[config.mk]
export PLATFORM = sky130hd
export DESIGN_NAME = boot_width_det
export DESIGN_NICKNAME = d
export VERILOG_FILES = /design/src/rtl/bwd_pkg.sv /design/src/rtl/bwd_sync.sv /design/src/rtl/bwd_sampler.sv /design/src/rtl/bwd_override.sv /design/src/rtl/boot_width_det.sv
export SDC_FILE = /design/constraint.sdc
export NUM_CORES = 1
export LEC_CHECK = 0
export ABC_AREA = 1
export BUFFER_PORTS_ARGS = -buffer_cell sky130_fd_sc_hd__buf_4
export CAP_MARGIN = 30
export CELL_PAD_IN_SITES_DETAIL_PLACEMENT = 1
export CELL_PAD_IN_SITES_GLOBAL_PLACEMENT = 2
export CORE_MARGIN = 2
export CORE_UTILIZATION = 29
export CTS_CLUSTER_DIAMETER = 150
export DETAILED_ROUTE_END_ITERATION = 10
export PLACE_DENSITY_LB_ADDON = 0.1
export SLEW_MARGIN = 20
export SYNTH_ARGS = -nofsm -noshare
export SYNTH_HDL_FRONTEND = slang
export SYNTH_HIERARCHICAL = 1
export SYNTH_SLANG_ARGS = --single-unit
[constraint.sdc]
create_clock -name clk -period 1.4 [get_ports clk]
set_clock_uncertainty 0.05 [all_clocks]
set_input_delay 0.14 -clock clk [delete_from_list [all_inputs] [get_ports clk]]
set_output_delay 0.14 -clock clk [all_outputs]
set_load 0.05 [all_outputs]
[src/rtl/bwd_pkg.sv]
package bwd_pkg;

    typedef enum logic [1:0] {
        BW_8  = 2'b00,
        BW_16 = 2'b01,
        BW_32 = 2'b10
    } bw_code_e;

    // Width used before anything is known, and for the unused strap pair
    localparam bw_code_e BW_DEFAULT = BW_32;

    // Map (level during reset, level after release) to a width
    function automatic bw_code_e strap_decode(input logic lvl_in_rst, input logic lvl_after);
        bw_code_e w;
        case ({lvl_in_rst, lvl_after})
            2'b11:   w = BW_32;
            2'b00:   w = BW_16;
            2'b01:   w = BW_8;
            default: w = BW_DEFAULT;
        endcase
        return w;
    endfunction

    // Turn a raw software code into a legal width
    function automatic bw_code_e cfg_clean(input logic [1:0] raw);
        bw_code_e w;
        case (raw)
            2'b00:   w = BW_8;
            2'b01:   w = BW_16;
            default: w = BW_32;
        endcase
        return w;
    endfunction

endpackage

[src/rtl/bwd_sync.sv]
module bwd_sync #(
    parameter int STAGES = 3
) (
    input  logic clk,
    input  logic d_async,
    output logic q_sync
);
    // No reset: the chain must keep tracking the pin while reset is held
    logic [STAGES-1:0] stg;

    genvar i;
    generate
        for (i = 0; i < STAGES; i++) begin : g_stage
            if (i == 0) begin : g_first
                always_ff @(posedge clk) stg[0] <= d_async;
            end else begin : g_next
                always_ff @(posedge clk) stg[i] <= stg[i-1];
            end
        end
    endgenerate

    assign q_sync = stg[STAGES-1];
endmodule

[src/rtl/bwd_sampler.sv]
module bwd_sampler
    import bwd_pkg::*;
#(
    parameter int SETTLE_CYC = 4
) (
    input  logic     clk,
    input  logic     rst,
    input  logic     lvl,
    output logic     done,
    output bw_code_e strap_code
);
    localparam int CNT_W = $clog2(SETTLE_CYC + 1);
    localparam logic [CNT_W-1:0] LAST = CNT_W'(SETTLE_CYC - 1);

    logic             lvl_rst_q;
    logic [CNT_W-1:0] wait_cnt;

    // Keep following the synchronized pin while reset is held
    always_ff @(posedge clk) begin
        if (rst) lvl_rst_q <= lvl;
    end

    always_ff @(posedge clk) begin
        if (rst) begin
            wait_cnt   <= '0;
            done       <= 1'b0;
            strap_code <= BW_DEFAULT;
        end else if (!done) begin
            wait_cnt <= wait_cnt + 1'b1;
            if (wait_cnt == LAST) begin
                done       <= 1'b1;
                strap_code <= strap_decode(lvl_rst_q, lvl);
            end
        end
    end
endmodule

[src/rtl/bwd_override.sv]
module bwd_override
    import bwd_pkg::*;
(
    input  logic       clk,
    input  logic       rst,
    input  logic       wr,
    input  logic [1:0] wdata,
    output logic       active,
    output bw_code_e   code
);
    always_ff @(posedge clk) begin
        if (rst) begin
            active <= 1'b0;
            code   <= BW_DEFAULT;
        end else if (wr) begin
            active <= 1'b1;
            code   <= cfg_clean(wdata);
        end
    end
endmodule

[src/rtl/boot_width_det.sv]
module boot_width_det
    import bwd_pkg::*;
#(
    parameter int SYNC_STAGES = 3,
    parameter int SETTLE_CYC  = 4
) (
    input  logic       clk,
    input  logic       rst,
    input  logic       strap_in,
    input  logic       cfg_wr,
    input  logic [1:0] cfg_width,
    output logic [1:0] width_code,
    output logic       width_valid
);
    logic     strap_s;
    logic     smp_done;
    bw_code_e smp_code;
    logic     ovr_on;
    bw_code_e ovr_code;

    bwd_sync #(.STAGES(SYNC_STAGES)) u_sync (
        .clk     (clk),
        .d_async (strap_in),
        .q_sync  (strap_s)
    );

    bwd_sampler #(.SETTLE_CYC(SETTLE_CYC)) u_smp (
        .clk        (clk),
        .rst        (rst),
        .lvl        (strap_s),
        .done       (smp_done),
        .strap_code (smp_code)
    );

    bwd_override u_ovr (
        .clk    (clk),
        .rst    (rst),
        .wr     (cfg_wr),
        .wdata  (cfg_width),
        .active (ovr_on),
        .code   (ovr_code)
    );

    always_comb begin
        if (ovr_on)        width_code = ovr_code;
        else if (smp_done) width_code = smp_code;
        else               width_code = BW_DEFAULT;
    end

    assign width_valid = ovr_on | smp_done;
endmodule

==> results by group, run 1 <==
Layout
  • Area Growth Syn to Fin: 23.9%
  • Antenna diodes: 0
  • Filler instances: 190
  • Nets: 82
  • Share of cells above drive strength 1: 23.3%
  • Cell area after layout: 611 sq um
  • Non-filler cells, final: 89

Setup path
  • Setup crit end kind: output pin
  • Crit path largest cell delay: 0.37 ns
  • CP required: 1.21 ns
  • Slowest CP cell: dfxtp_2
  • CP bufs+invs: 1
  • Crit-path cells: or2_1, buf_4
  • CP startpoint kind: flop
  • Setup CP Type: reg -> out
  • Worst EP arrival: 1.06 ns
  • Worst Path Max Fanout: 9
  • Worst path top cell family by delay: flip-flops

Synth
  • YS warnings: 6
  • Post-synth EDFFs: 1
  • Largest family of logic cells by synthesized area: simple AND/OR/NAND/NOR gates
  • Synth Cell Area: 493 sq um
  • Syn Area/Cell: 8.22 sq um
  • Mux contribution to synthesized area: 0%
  • Yosys top cell by area: dfxtp_1
  • Post-Syn Nets: 68
  • Count leader, synth: nand2_1
  • Compound-cell area share of the yosys netlist: 6.60%
  • Synth Area in Simple Gates: 26.6%
  • Post-synth top cells: nand2_1 (13), dfxtp_1 (12), nor2_1 (10), inv_1 (8), nand3_1 (4)
  • Post-synthesis adder-cell area fraction: 5.08%
  • Cell count after synthesis: 60
  • Share of the synthesized area in the top cell type: 48.7%
  • Most area-consuming cells after synthesis: dfxtp_1 (49%), nand2_1 (9.9%), nor2_1 (7.6%), edfxtp_1 (6.1%), inv_1 (6.1%)
  • Synth unique cells: 14
  • Async set or reset register ratio after synthesis: 0%
  • #FFs+latches synth: 13
  • Seq/Total Area, Yosys: 54.8%
  • Post-Synth XOR/XNOR Area: 0%
  • Top FF cell, synth: dfxtp_1

Place
  • Placed cell count: 84
  • Post-DP Area: 573 sq um
  • IO Port Bufs: 8
  • DP Wirelength: 650 um
  • DP Worst Slack: 0.281 ns
  • Gpl congestion: 0.661

CTS
  • Inserted Clock Buffers: 3
  • CTS sink count: 13
  • Later-pin clock latency in the skew report: 0.27 ns
  • Post-CTS Setup Bufs: 0
  • CTS max path bufs: 2
  • H-tree Lvls: 1
  • CTS root buf: clkbuf_4
  • CTS tree: built
  • Clk slew on worst S/H paths: 0.08 ns

Timing
  • Crit path time final: 1.25 ns
  • Final setup TNS: 0 ns
  • Slew margin rel.: 88.8%
  • RSZ-0062 raised after global routing: false
  • Slew Limit Fails: 0
  • Worst slew pin tran: 0.168 ns
  • Final count of hold timing violations: 0
  • Tcrit/Tclk final: 89.1%
  • Max Clk Rate: 801 MHz
  • Slack of the critical path: 0.152 ns
  • Final setup vio count: 0

Route
  • Via/cell ratio: 4.18
  • Initial DRC count: 5
  • DRC Markers: 0
  • Post-DR wirelength/cell: 9.61 um
  • DR pass1 iterations: 3
  • Final wirelength: 855 um
  • Routed Antenna Nets: 0
  • DR vias: 372

Global route
  • Largest net degree at the start of global routing: 10
  • First-pass GRT wire length: 1530 um
  • Overflow after GRT: 0
  • Vias in the first global route: 376
  • Total track usage: 10.8%
  • Antenna violations before repair: 0

Power
  • Power Density: 1340 nW/um^2
  • Leak Pwr: 0.310 nW
  • Max VDD drop: 0.000631 V

Die
  • I/O pin count: 9
  • Starting Density: 32.0%
  • Die Ht: 45.2 um
  • Die width: 45.2 um
  • Die ar.: 2050 sq um
  • Core Area: 1540 sq um
  • # rows: 14

Job
  • Max cap viols: 0

Hold path
  • Hold Crit Class: in -> reg

Status
  • Status: completed
==> power by group <==
group | total, mW | internal, mW | switching (mW)
clock | 0.226 | 0.110 | 0.116
combinational | 0.150 | 0.0627 | 0.0878
sequential | 0.439 | 0.414 | 0.0245
total | 0.816 | 0.587 | 0.229
==> repair_timing <==
item                                    CTS  global route
endpoints found under the setup margin    0             2
hold buffers                              1             0
resized for setup                         0             1
hold endpoints to repair                  1             0
==> final timing paths <==
| kind | end | slack, ns | cells after the start | from |
|---|---|---|---|---|
| max | width_valid | 0.15 | 2 | u_smp/done |
| min | u_smp/wait_cnt[0] | 0.02 | 2 | rst |
| max reg2reg | u_smp/wait_cnt[2] | 0.28 | 5 | u_smp/wait_cnt[0] |
| min reg2reg | u_sync/q_sync | 0.28 | 0 | u_sync/stg[1] |
==> cells by family after synthesis <==
group,after synthesis
flops,13
simple gates,31
fa+ha+maj,2
compound gates,5
buf+inv,9
==> through the flow <==
| step | hold slack, ns | util, % | power [mW] |
|---|---|---|---|
| floorplan | 0.118 | - | 0.551 |
| global route | 0.0142 | 39.6 | 0.880 |
| finish | 0.0171 | 39.6 | 0.816 |
| CTS | 0.00979 | 39.5 | 0.833 |
| global placement | 0.194 | 37.2 | 0.597 |
| detailed placement | 0.196 | 37.2 | 0.598 |
==> routing by layer <==
layer / part of all wire (%) / global-route usage (%) / vias up
met5: 0 / 0 / -
met3: 2.3 / 3.60 / 0
li1: - / - / 209
met4: 0 / 5.29 / 0
met1: 58 / 14.9 / 159
met2: 40 / 15.1 / 4
==> flip-flops by register name (all words and copies together), names as in the netlist <==
register          cells
u_sync/stg            2
u_smp/lvl_rst_q       1
u_sync/q_sync         1
u_ovr/code            2
u_smp/done            1
u_smp/wait_cnt        3
u_ovr/active          1
u_smp/strap_code      2
==> final cells by class <==
| type | count | area (sq um) | area share [%] |
|---|---|---|---|
| inverter | 9 | 33.8 | 5.53 |
| sequential | 13 | 272 | 44.5 |
| multi-input combinational | 38 | 189 | 30.9 |
| clock buffer | 4 | 26.3 | 4.30 |
| tap | 16 | 20.0 | 3.28 |
| timing repair buffer | 9 | 70.1 | 11.5 |
==> cell usage in the layout, fill, tap and decap left out, types with 2 or more instances in the layout <==
| cell | instances |
|---|---|
| ha_1 | 2 |
| nand2_2 | 2 |
| nand3_1 | 4 |
| dfxtp_1 | 11 |
| a21oi_2 | 2 |
| nor2_1 | 10 |
| clkbuf_4 | 3 |
| nand2_1 | 13 |
| inv_1 | 8 |
| buf_4 | 8 |
| or2_1 | 2 |
(Power assumes the default switching activity.)
==> inputs of run 2 (changes only) <==
==> constraint.sdc (replaced) <==
create_clock -name clk -period 1.4 [get_ports clk]
set_clock_uncertainty 0.05 [all_clocks]
set_input_delay 0.07 -clock clk [delete_from_list [all_inputs] [get_ports clk]]
set_output_delay 0.07 -clock clk [all_outputs]
set_load 0.05 [all_outputs]
==> results by group, run 2 (synthesized netlist as in run 1, its figures left out) <==
Power
  • Sw frac: 28.0%
  • P_sw: 231 uW
  • Leak Pwr: 0.327 nW
  • Sequential Power Share: 53.2%
  • Internal: 594 uW
  • Clock network fraction of total power: 27.5%
  • Max VDD drop: 0.000631 V
  • Comb pwr share: 19.4%
  • Power Density: 1270 nW/um^2

Layout
  • Area Growth Syn to Fin: 31.7%
  • Final core occ: 42.1%
  • Top reg by flops: u_smp/wait_cnt
  • Share of cells above drive strength 1: 20.8%
  • Antenna diodes: 0
  • Nets: 86
  • Max FFs per register: 3
  • Commonest cells after routing, fill and taps aside: nand2_1 (13), dfxtp_1 (12), nor2_1 (10), inv_1 (8), buf_4 (8)
  • Commonest non-fill, non-tap cell in the layout: nand2_1

Route
  • Post-DR wirelength/cell: 9.54 um
  • Via/cell ratio: 4.18
  • Initial DRC count: 3
  • DR pass1 iterations: 3
  • DRC Markers: 0
  • DR vias: 389
  • Final wirelength: 887 um
  • Routed Antenna Nets: 0

Global route
  • Vias in the first global route: 400
  • Antenna violations before repair: 0
  • Total track usage: 11.5%
  • Overflow after GRT: 0
  • First-pass GRT wire length: 1640 um
  • Largest net degree at the start of global routing: 10

CTS
  • H-tree Lvls: 1
  • CTS sink count: 13
  • # resized after CTS: 0
  • Clk slew on worst S/H paths: 0.08 ns
  • CTS tree: built
  • Later-pin clock latency in the skew report: 0.27 ns
  • CTS root buf: clkbuf_4
  • Inserted Clock Buffers: 3
  • CTS max path bufs: 2

Setup path
  • Worst R2R Path Depth: 5
  • Worst EP arrival: 1.15 ns
  • CP bufs+invs: 1
  • CP startpoint kind: flop
  • Register-to-register setup slack: 0.28 ns
  • Crit-path cells: nand3_1, nand2_1, buf_4
  • Reg2reg end: u_smp/wait_cnt[2]
  • CP required: 1.28 ns
  • Setup CP Type: reg -> out
  • Crit path largest cell delay: 0.50 ns
  • Worst path top cell family by delay: flip-flops
  • Reg2reg start: u_smp/wait_cnt[0]
  • Worst Path Max Fanout: 9
  • Setup crit end kind: output pin
  • Slowest CP cell: dfxtp_1

Die
  • I/O pin count: 9
  • Die Ht: 45.2 um
  • Core Area: 1540 sq um
  • Die width: 45.2 um
  • # rows: 14
  • Die ar.: 2050 sq um
  • Starting Density: 32.0%

Status
  • Status: completed

Timing
  • Slack of the critical path: 0.131 ns
  • Final setup TNS: 0 ns
  • Slew margin rel.: 79.6%
  • Crit path time final: 1.27 ns
  • Tcrit/Tclk final: 90.6%
  • Final setup vio count: 0
  • Slew Limit Fails: 0
  • Worst slew pin tran: 0.306 ns
  • RSZ-0062 raised after global routing: false
  • Final count of hold timing violations: 0
  • Max Clk Rate: 788 MHz

Place
  • IO Port Bufs: 8
  • DP Worst Slack: 0.281 ns
  • DP Wirelength: 650 um
  • Gpl congestion: 0.661

Hold path
  • Hold Crit Class: reg -> reg
  • Hold path cells: 0
  • HP Start: u_sync/stg[1]
  • WHS Endpoint: u_sync/q_sync

Job
  • Max cap viols: 0
==> run 2: changes by cell type in the layout (fill, tap and decap cells not counted) <==
cell | before | now
dfxtp_1 | 11 | 12
dfxtp_2 | 1 | 0
dlygate4sd3_1 | 1 | 5
==> run 2: power groups by stage <==
stage | clock (mW) | combinational [mW] | sequential [mW]
5_1_grt | 0.258 | 0.187 | 0.444
3_5_place_dp | 0 | 0.150 | 0.448
4_1_cts | 0.240 | 0.161 | 0.440
2_1_floorplan | 0 | 0.110 | 0.441
3_3_place_gp | 0 | 0.148 | 0.448
6_report | 0.227 | 0.160 | 0.438
==> run 2: metrics by stage <==
stage | power (mW) | cells | hold slack [ns] | area [sq um]
2_1_floorplan | 0.551 | 60 | 0.0477 | 493
3_3_place_gp | 0.597 | 84 | 0.124 | 573
3_5_place_dp | 0.598 | 84 | 0.126 | 573
4_1_cts | 0.842 | 93 | 0.284 | 649
5_1_grt | 0.890 | 93 | 0.301 | 649
6_report | 0.824 | 93 | 0.281 | 649
==> run 2: how the worst max path moves through the flow <==
stage,startpoint,endpoint,slack [ns],cells past startpoint
floorplan,u_smp/wait_cnt[0],u_smp/wait_cnt[2],0.34,5
global placement,u_smp/wait_cnt[0],u_smp/strap_code[0],0.29,6
detailed placement,u_smp/wait_cnt[0],u_smp/strap_code[0],0.28,6
CTS,u_smp/done,width_code[0],0.09,3
global route,u_smp/done,width_code[0],0.02,3
finish,u_smp/done,width_code[0],0.13,3
==> run 2: final cells by class <==
type	instances	area [sq um]
Inverter	9	33.8
Sequential cell	13	270
Multi-Input combinational cell	38	189
Fill cell	188	892
Tap cell	16	20.0
Timing Repair Buffer	13	110
Clock buffer	4	26.3
==> run 2: timing repair <==
| item | CTS | global route |
|---|---|---|
| buffers inserted | 0 | 0 |
| hold buffers | 5 | 0 |
| endpoints found under the hold margin | 7 | 0 |
==> run 2: per-layer routing <==
layer,vias to the layer above,track usage [%],share of wire [%]
met5,-,0,0
met4,0,5.29,0
met3,0,3.60,2.1
met2,4,16.3,41
met1,168,15.9,56
li1,217,-,-
